[src/rtl/wdt_pkg.sv]
package wdt_pkg;
  localparam int CNT_W   = 16;
  localparam int KEY_W   = 8;
  localparam logic [KEY_W-1:0] KEY_WRITE = 8'h5A;
  localparam logic [KEY_W-1:0] KEY_READ  = 8'h69;

  typedef struct packed {
    logic       hold;
    logic       interval;
    logic       slowClk;
    logic [1:0] tapSel;
  } wdtCfg_t;

  typedef struct packed {
    logic       cntClear;
    logic       cntRun;
    logic [1:0] tapSel;
  } cntCmd_t;

  function automatic int tapIndex(input logic [1:0] sel);
    case (sel)
      2'b00:   return 15;
      2'b01:   return 13;
      2'b10:   return 9;
      default: return 6;
    endcase
  endfunction
endpackage

[src/rtl/wdt_counter.sv]
module wdt_counter
  import wdt_pkg::*;
#(
  parameter int W = CNT_W
) (
  input  logic    clk,
  input  logic    porRst,
  input  cntCmd_t cmd,
  output logic    expire
);
  localparam int NUM_TAPS = 4;

  logic [W-1:0] count;
  logic [W-1:0] tapMask [NUM_TAPS];
  logic [W-1:0] mask;

  for (genvar g = 0; g < NUM_TAPS; g++) begin : gMask
    assign tapMask[g] = W'((32'd1 << tapIndex(2'(g))) - 32'd1);
  end

  assign mask   = tapMask[cmd.tapSel];
  assign expire = cmd.cntRun && !cmd.cntClear && ((count & mask) == mask);

  always_ff @(posedge clk or posedge porRst) begin
    if (porRst)                       count <= '0;
    else if (cmd.cntClear || expire)  count <= '0;
    else if (cmd.cntRun)              count <= count + 1'b1;
  end
endmodule

[src/rtl/wdt_ctrl.sv]
module wdt_ctrl
  import wdt_pkg::*;
(
  input  logic        clk,
  input  logic        porRst,
  input  logic        softRst,
  input  logic        fastEn,
  input  logic        slowEn,
  input  logic        regWr,
  input  logic [15:0] wrData,
  input  logic        expire,
  output cntCmd_t     cmd,
  output logic [15:0] rdData,
  output logic        resetReq,
  output logic        intervalIrq,
  output logic        timeoutFlag
);
  wdtCfg_t cfg;
  logic keyOk, acceptWr, badWr;

  assign keyOk    = (wrData[15:8] == KEY_WRITE);
  assign acceptWr = regWr && keyOk;
  assign badWr    = regWr && !keyOk;

  always_ff @(posedge clk or posedge porRst) begin
    if (porRst) begin
      cfg <= '0;
    end else if (softRst) begin
      cfg.interval <= 1'b0;
    end else if (acceptWr) begin
      cfg.hold     <= wrData[7];
      cfg.interval <= wrData[4];
      cfg.slowClk  <= wrData[2];
      cfg.tapSel   <= wrData[1:0];
    end
  end

  always_comb begin
    cmd.cntClear = acceptWr || softRst;
    cmd.cntRun   = !cfg.hold && (cfg.slowClk ? slowEn : fastEn);
    cmd.tapSel   = cfg.tapSel;
  end

  assign rdData = {KEY_READ, cfg.hold, 2'b00, cfg.interval, 1'b0,
                   cfg.slowClk, cfg.tapSel};

  always_ff @(posedge clk or posedge porRst) begin
    if (porRst) begin
      resetReq    <= 1'b0;
      intervalIrq <= 1'b0;
      timeoutFlag <= 1'b0;
    end else begin
      resetReq    <= badWr || (expire && !cfg.interval);
      intervalIrq <= expire && cfg.interval;
      if (expire && !cfg.interval) timeoutFlag <= 1'b1;
    end
  end
endmodule

[src/rtl/wdt_timer.sv]
module wdt_timer
  import wdt_pkg::*;
(
  input  logic        clk,
  input  logic        porRst,
  input  logic        softRst,
  input  logic        fastEn,
  input  logic        slowEn,
  input  logic        regWr,
  input  logic [15:0] wrData,
  output logic [15:0] rdData,
  output logic        resetReq,
  output logic        intervalIrq,
  output logic        timeoutFlag
);
  cntCmd_t cmd;
  logic    expire;

  wdt_ctrl u_ctrl (
    .clk(clk), .porRst(porRst), .softRst(softRst), .fastEn(fastEn),
    .slowEn(slowEn), .regWr(regWr), .wrData(wrData), .expire(expire),
    .cmd(cmd), .rdData(rdData), .resetReq(resetReq),
    .intervalIrq(intervalIrq), .timeoutFlag(timeoutFlag)
  );

  wdt_counter #(.W(CNT_W)) u_cnt (
    .clk(clk), .porRst(porRst), .cmd(cmd), .expire(expire)
  );
endmodule

[config.mk]
export PLATFORM = sky130hd
export DESIGN_NAME = wdt_timer
export DESIGN_NICKNAME = d
export VERILOG_FILES = /design/src/rtl/wdt_pkg.sv /design/src/rtl/wdt_counter.sv /design/src/rtl/wdt_ctrl.sv /design/src/rtl/wdt_timer.sv
export SDC_FILE = /design/constraint.sdc
export NUM_CORES = 1
export LEC_CHECK = 0
export ABC_CLOCK_PERIOD_IN_PS = 1700
export BUFFER_PORTS_ARGS = -buffer_cell sky130_fd_sc_hd__buf_4
export CAP_MARGIN = 30
export CORE_AREA = 2 2 56 63
export DETAILED_ROUTE_END_ITERATION = 8
export DIE_AREA = 0 0 58 65
export PLACE_DENSITY_LB_ADDON = 0.25
export SYNTH_ARGS = -nofsm -noshare
export SYNTH_HDL_FRONTEND = slang
export SYNTH_SLANG_ARGS = --single-unit
[constraint.sdc]
create_clock -name clk -period 1.7 [get_ports clk]
set_input_delay 0.34 -clock clk [delete_from_list [all_inputs] [get_ports clk]]
set_output_delay 0.34 -clock clk [all_outputs]
set_load 0.01 [all_outputs]
# == After elaboration in Yosys (flattened, before gate mapping) ==
# Index checks and enable logic that the tools add are counted.
# totals
reg_bits,24
in_bits,22
output_inout_bits,19
# classes
addsub,1
magnitude_cmp,1
eq_ne,2
mux,8
n_bitwise,3
reduce_logical,17
# op_table
cell,count
two-way mux 16 bit,4
binary-select mux 16 bit (select 2 bit),1
"adder 16 x 1 -> 16 bit, second input constant",1
AND 16 bit,1
== test 16 bit,1
"== test 8 x 7 -> 1 bit, second input constant",1
logical AND 1 bit,7
logical NOT 1 bit,4
two-way mux 4 bit,1
nonzero test 2 bit,2
">= comparator 3 bit, second input constant",1
logical OR 1 bit,3
NOT 2 -> 3 bit,1
two-way mux 1 bit,2
AND reduction 2 bit,1
NOT 1 bit,1

# == Longest topological paths before layout ==
# Gate-level depths: netlist (run 1).
# logic_depth
word_depth,9
depth_mapped,6
ltp_nobuf,5

# == Modules after synthesis ==
# Synthesis (run 1) repeated with hierarchy kept, for this count alone.
# unflattened
cells_unflattened,122
area_unflattened_um2,1244.9
# by_module_without_submodules
mod,instances,cells_per_inst,area_each_um2,seq_area_each_um2
wdt_counter,1,79,764.5,375.4
wdt_ctrl,1,43,480.5,200.2

# == Worst setup path before layout (run 1) ==
# Ideal clock, no wire load.
# synth_timing
path_kind,flip-flop to flip-flop
startpoint,reg u_ctrl.cfg (netlist bit u_ctrl.rdData[7])
endpoint,reg u_cnt.count[0]
setup_time_ps,133
arrival_ps,1531
setup_slack_ps,36
path_stages_with_launch,6
path_cell_list,dfrtp_1 nand2b_1 or3_1 buf_6 o31ai_4 nor2_1
# synth_between
elab_chain_len,6
word_cells_on_any_way,7
classes_between,mux (1); reduce/logical (6)
# synth_rtl
element,line_no,source
"start, declared",wdt_ctrl.sv:18,wdtCfg_t cfg;
logical NOT 1 bit (*),wdt_ctrl.sv:40,cmd.cntRun = !cfg.hold && (cfg.slowClk ? slowEn : fastEn);
logical AND 1 bit (*),wdt_ctrl.sv:40,
logical AND 1 bit (2 in series),wdt_counter.sv:22,assign expire = cmd.cntRun && !cmd.cntClear && ((count & mask) == mask);
logical OR 1 bit,wdt_counter.sv:26,else if (cmd.cntClear || expire) count <= '0;
two-way mux 16 bit or nonzero test 2 bit (tied branches),n/a,
"end signal, assigned",wdt_counter.sv:27,else if (cmd.cntRun) count <= count + 1'b1;
"end, declared",wdt_counter.sv:13,logic [W-1:0] count;
# Mark *: on every way between the ends. The rest lies on a longest branch, timed or not.
# A chain may end at the register's enable or synchronous reset.

# == Worst setup path in the final report (run 1) ==
# layout_timing
startpoint,reg u_ctrl.cfg (netlist bit u_ctrl.rdData[2])
endpoint,reg u_cnt.count[11]
# layout_between
elab_chain_len,6
word_cells_on_any_way,7
classes_between,mux (2); reduce/logical (5)
# layout_rtl
element,line_no
two-way mux 1 bit (*),wdt_ctrl.sv:40
logical AND 1 bit (*),wdt_ctrl.sv:40
logical AND 1 bit (2 in series),wdt_counter.sv:22
logical OR 1 bit,wdt_counter.sv:26
two-way mux 16 bit or nonzero test 2 bit (tied branches),n/a
# Marks and branches as above.

==> results of run 1 <==
==> synth_stat cells (all sizes together) (3+ instances only) <==
library cell,instances,area share
o21ai,7,0.026
a21oi,7,0.026
mux2,4,0.033
nand2,7,0.019
nor3,5,0.022
dfrtp,23,0.42
nand3,5,0.018
nor2,13,0.036
inv,5,0.014
nand2b,3,0.014
buf,16,0.091
or3,4,0.022
xnor2,7,0.045
==> through the flow <==
step | power, W | cell area, µm² | util | std cells
after floorplan | 0.000652 | 1400 | - | 149
after global placement | 0.000697 | 1680 | 0.526 | 216
after detailed placement | 0.000702 | 1680 | 0.526 | 216
after CTS | 0.000954 | 1710 | 0.536 | 220
after global routing | 0.00101 | 1770 | 0.555 | 225
final | 0.000956 | 1770 | 0.555 | 225
==> power by group through the flow <==
stage	clock, W	combinational, W	sequential, W
2_1_floorplan	0	0.0000774	0.000574
3_3_place_gp	0	0.000126	0.000571
3_5_place_dp	0	0.000131	0.000572
4_1_cts	0.000262	0.000131	0.000561
5_1_grt	0.000287	0.000156	0.000562
6_report	0.000253	0.000142	0.000561
==> placed cells by master, fill, tap and decap left out, types with 2 or more instances in the layout <==
cell type,count
and3_1,2
mux2i_1,2
xnor2_1,7
a21oi_1,7
or3_1,2
o211ai_1,2
clkbuf_4,3
o21ai_0,5
o21ai_1,2
and4bb_2,2
nor3_1,4
nand2_1,7
mux2_2,4
or2_2,2
nor2_1,13
dfrtp_1,23
nand3_1,5
nor4_1,2
nand4_1,2
buf_4,50
buf_6,3
nand2b_1,3
a31oi_1,2
or3_4,2
conb_1,11
inv_1,5
==> worst max path at each step <==
stage / end / start / cells after the start / slack, ps
2_1_floorplan: u_cnt.count[0] / u_ctrl.rdData[7] / 5 / 40
3_3_place_gp: u_cnt.count[12] / u_ctrl.rdData[2] / 5 / 20
3_5_place_dp: u_cnt.count[12] / u_cnt.count[1] / 6 / -40
4_1_cts: u_cnt.count[12] / u_cnt.count[1] / 6 / 8
5_1_grt: u_cnt.count[3] / u_cnt.count[0] / 6 / -10
6_report: u_cnt.count[11] / u_ctrl.rdData[2] / 5 / 50
==> worst min-delay path, cell delays in order <==
cell,delay (ps)
buf_4,110
inv_1,40
buf_4,290
==> final cells by class <==
class / count / area, µm² / share of cell area
Timing Repair Buffer: 53 / 409 / 0.231
Tap cell: 36 / 45.0 / 0.0254
Sequential cell: 23 / 576 / 0.325
Multi-Input combinational cell: 104 / 698 / 0.394
Clock buffer: 4 / 26.3 / 0.0148
Inverter: 5 / 18.8 / 0.0106
==> sequential cells by signal, summed over array words and instances (netlist names) <==
name                count
u_ctrl.resetReq         1
u_ctrl.timeoutFlag      1
u_ctrl.cmd              2
u_cnt.count            15
u_ctrl.rdData           3
u_ctrl.intervalIrq      1
==> what timing repair did <==
action                     in CTS  in global routing
gates resized for setup         1                  5
pin swaps                       0                  2
buffers inserted                0                  5
setup endpoints to repair      11                 11
==> layer usage <==
metal	track usage	wire length, µm	vias up
met5	0	0	-
met4	0.0610	17	0
met3	0.0180	55	2
met2	0.311	1560	12
met1	0.189	1210	567
li1	-	-	575
==> cells by family after synthesis <==
| group | after synthesis |
|---|---|
| simple gates | 49 |
| compound gates | 30 |
| flops | 23 |
| buf+inv | 22 |
| xor+xnor | 7 |
| mux | 6 |
| other cells | 2 |
| fa+ha+maj | 1 |
==> flow_summary.ini, run 1 <==
[routing]
drt_iter0_markers = 38
routed_via_density = 5.14
wl_per_cell_um = 12.6
drcViolationCount = 0
firstDrtPassIters = 4
via_count = 1156
ant_nets = 0
totalWireLength_um = 2840

[critical_path]
reg2reg_from = u_ctrl.rdData[2]
cpPeakStageDelay_ps = 410
critPathCaptureType = register
cp_cell_sequence = mux2i_1 -> buf_4 -> or3_4 -> or3_1 -> a21oi_1
critPathMaxFanout = 9
criticalPathCategory = register to register
worst_ep_required_time_ps = 1940
r2r_cells = 5
cp.arrival_ps = 1890
worstReg2RegEnd = u_cnt.count[11]
crit_path_start_kind = register
cpLargestDelayFamily = simple AND/OR/NAND/NOR gates
slowest_stage = dfrtp_1
reg2reg_slack_ps = 50
crit_buf_inv = 1

[logic_synthesis]
synthSimpleGateAreaFrac = 0.198
synthAdderAreaFrac = 0.00914
synth_compound_area_frac = 0.166
synth-xor-area-share = 0.0448
synth_top_family_by_area = simple AND/OR/NAND/NOR gates
synthFlopType = dfrtp_1
ys_ff_latch = 23
yosys_warnings = 0
syn_avg_cell_area_um2 = 9.78
ys_types = 43
netlist_instances = 140
synth_area_um2 = 1370
ys_seq_area_frac = 0.420
synth-edff-count = 0
async_reset_ff_frac = 1.00
synthMuxAreaShare = 0.0475

[power]
switching_share = 0.245
p_leak_nw = 0.821
vdd_drop_max_mv = 0.553
clkPwrFrac = 0.265
power.density_nw_per_um2 = 539
combPwrFrac = 0.149
p_sw_w = 0.000235
power_frac_seq = 0.587
p_int_w = 0.000722

[sta]
grt_setup_unrepaired = yes
hold_ws_ps = 51.8
fin_tns_setup_ps = 0
clock_skew_ps = 8.59
fin_ws_ps = 45.3
fmax_mhz = 604
min_period_ps = 1650
slew_viol_final = 0
setup_viol = 0
hold_viol = 0
post-route-period-util = 0.973

[status]
status = completed

[clock_tree]
cts_made_buffers = 3
ctsHoldBuffers = 0
clockBufferDepth = 2
clock-sinks = 23
clk_latency_ps = 310
clkSlewWorstSetupHoldPaths_ps = 130
cts_tree = built
htreeDepth = 1
cts-root-buf = clkbuf_4

[placed_design]
port_buffers = 26
place_ws_ps = -37.0
routabilityCongestion = 0.826
hpwl_um = 2220

[cells_and_area]
nNetsFinal = 213
syn_to_final_growth_pct = 29.5
nFillCells = 296
drive_above_1_share = 0.376
antenna_cells = 0

[global_routing]
first_global_vias = 1121
grt_pass1_wl_um = 4800
antenna_found_initial = 0
grt_max_degree = 24
grtUsageTotal = 0.166
overflow = 0

[die]
core-area_um2 = 3190
die_h_um = 65
die-area_um2 = 3770
io_pins = 41
initial_core_util = 0.429
die_x_um = 58
rows = 22

[worst_hold_path]
hold_path.class = input port to asynchronous set/reset pin

[job]
maxCapViolations = 0
(Power assumes the default switching activity.)
==> run 2, diff against run 1 <==
Settings changed: ABC_AREA set to 1, CORE_AREA 2 2 56 63 to 2 2 57 65, DIE_AREA 0 0 58 65 to 0 0 59 67.
==> flow_summary.ini, run 2 <==
[status]
status = completed

[cells_and_area]
antenna_cells = 0
syn_to_final_growth_pct = 17.5
largest_reg_flops = 15
nNetsFinal = 257
mostFrequentLayoutCells = 54 x nand2_1, 34 x buf_4, 25 x inv_1
drive_above_1_share = 0.279
regMostFlops = u_cnt.count
postLayoutCellArea_um2 = 1750
nFillCells = 330
layout_commonest_cell = nand2_1

[logic_synthesis]
synth_top_family_by_area = simple AND/OR/NAND/NOR gates
synthMuxAreaShare = 0
yosys.area.top_type_share = 0.387
netlist_instances = 200
ys_seq_area_frac = 0.387
synth_top_cell_by_area = dfrtp_1
ys_top_cells_by_area = dfrtp_1 39%, nand2_1 14%, buf_4 7.1%
synthSimpleGateAreaFrac = 0.357
synth_compound_area_frac = 0.0479
synth_most_common_cell = nand2_1
synth-edff-count = 0
ys_types = 26
synth-xor-area-share = 0.0353
syn_avg_cell_area_um2 = 7.44
yosys-top-cells-count = 54 x nand2_1, 25 x inv_1, 23 x dfrtp_1
ys_ff_latch = 23
synthAdderAreaFrac = 0.00841
yosys_warnings = 0
synthFlopType = dfrtp_1
async_reset_ff_frac = 1.00
synth_area_um2 = 1490

[clock_tree]
htreeDepth = 1
clk_latency_ps = 310
cts_tree = built
cts_made_buffers = 3
cts-root-buf = clkbuf_4
clock-sinks = 23
clkSlewWorstSetupHoldPaths_ps = 130
clockBufferDepth = 2

[routing]
ant_nets = 0
wl_per_cell_um = 9.72
via_count = 1205
drcViolationCount = 0
drt_iter0_markers = 33
firstDrtPassIters = 4
totalWireLength_um = 2610
routed_via_density = 4.48

[placed_design]
place_ws_ps = 40.1
routabilityCongestion = 0.739
postPlaceCellArea_um2 = 1690
port_buffers = 26
hpwl_um = 1960

[sta]
fmax_mhz = 689
grt_setup_unrepaired = no
setup_viol = 0
post-route-period-util = 0.853
clock_skew_ps = 12.7
fin_tns_setup_ps = 0
hold_viol = 0
min_period_ps = 1450
slew_viol_final = 0
fin_ws_ps = 250

[global_routing]
grt_pass1_wl_um = 4680
antenna_found_initial = 0
first_global_vias = 1112
overflow = 0
grt_max_degree = 24
grtUsageTotal = 0.153

[die]
rows = 22
initial_core_util = 0.458
die-area_um2 = 3950
die_h_um = 67
die_x_um = 59
io_pins = 41
core-area_um2 = 3250

[critical_path]
cp.arrival_ps = 1690
crit_path_start_kind = register
critPathMaxFanout = 8
critPathLaunch = u_cnt.count[1]
worstReg2RegEnd = u_ctrl.intervalIrq
worst_ep_required_time_ps = 1940
reg2reg_from = u_cnt.count[1]
critPathCaptureType = register
reg2reg_slack_ps = 250
criticalPathCategory = register to register
r2r_cells = 9

[power]
total_power_w = 0.000945
vdd_drop_max_mv = 0.276
power.density_nw_per_um2 = 540
p_leak_nw = 0.896

[job]
maxCapViolations = 0

[worst_hold_path]
hold_path.class = input port to asynchronous set/reset pin
## run 2: cell types whose count changed after synthesis, moves of 5 or more
cell	change
a21oi_1	-6
nand2_1	+47
nor2_2	+11
nor2_1	+7
inv_1	+20
xnor2_1	-5
nand3_1	+7
## run 2: cell type report
type	count	area, µm²	share of cell area
multi-input combinational	140	708	0.405
sequential	23	576	0.329
timing repair buffer	35	275	0.157
inverter	31	118	0.0673
tap	36	45.0	0.0258
clock buffer	4	26.3	0.0150
## run 2: metal layers
layer,vias to the layer above,routed length (µm),GRT usage
li1,643,-,-
met1,537,1250,0.195
met2,21,1260,0.261
met4,0,28,0.0597
met5,-,0,0
met3,4,73,0.0175
## run 2: worst max-delay path: stages, from the launching register on
cell and delay (ps):
dfrtp_1 400, ha_1 190, nand2_2 70, nor2_4 110
nand2_4 70, nor2_4 210, nand2_1 70, nor2_1 100
nand2_1 50, nor2_1 90
## run 2: kinds of logic (layout without fill, tap and decap cells)
kind of cell	Yosys count	count (layout)
other	2	11
buffers and inverters	46	70
AOI/OAI and AO/OA	11	11
xor gates and xnor gates	6	6
adders and majority gates	1	1
and+or+nand+nor	111	111
DFF	23	23
## run 2: where the power goes
part           switching, W  internal [W]  total (W)
Clock              0.000167     0.0000916   0.000259
Combinational     0.0000706     0.0000580   0.000129
Sequential       0.00000361      0.000553   0.000557
## run 2: worst max-delay path by stage
| stage | to | slack [ps] |
|---|---|---|
| 6_report | u_ctrl.intervalIrq | 250 |
| 5_1_grt | u_ctrl.intervalIrq | 110 |
| 4_1_cts | u_cnt.count[14] | 20 |
| 3_5_place_dp | u_cnt.count[13] | 40 |
| 3_3_place_gp | u_cnt.count[10] | 60 |
| 2_1_floorplan | u_cnt.count[5] | 290 |
## run 2: metrics by stage
stage | hold WS (ps) | util | std cells
detailed placement | 414 | 0.519 | 262
global route | 71.6 | 0.538 | 269
finish | 48.3 | 0.538 | 269
CTS | 58.1 | 0.527 | 266
floorplan | 342 | - | 209
global placement | 413 | 0.519 | 262
## run 2: repair_timing
item / in CTS / in global routing
endpoints found under the setup margin: 0 / 15
gates resized for setup: 0 / 0
hold buffers: 0 / 0
setup buffers: 0 / 3
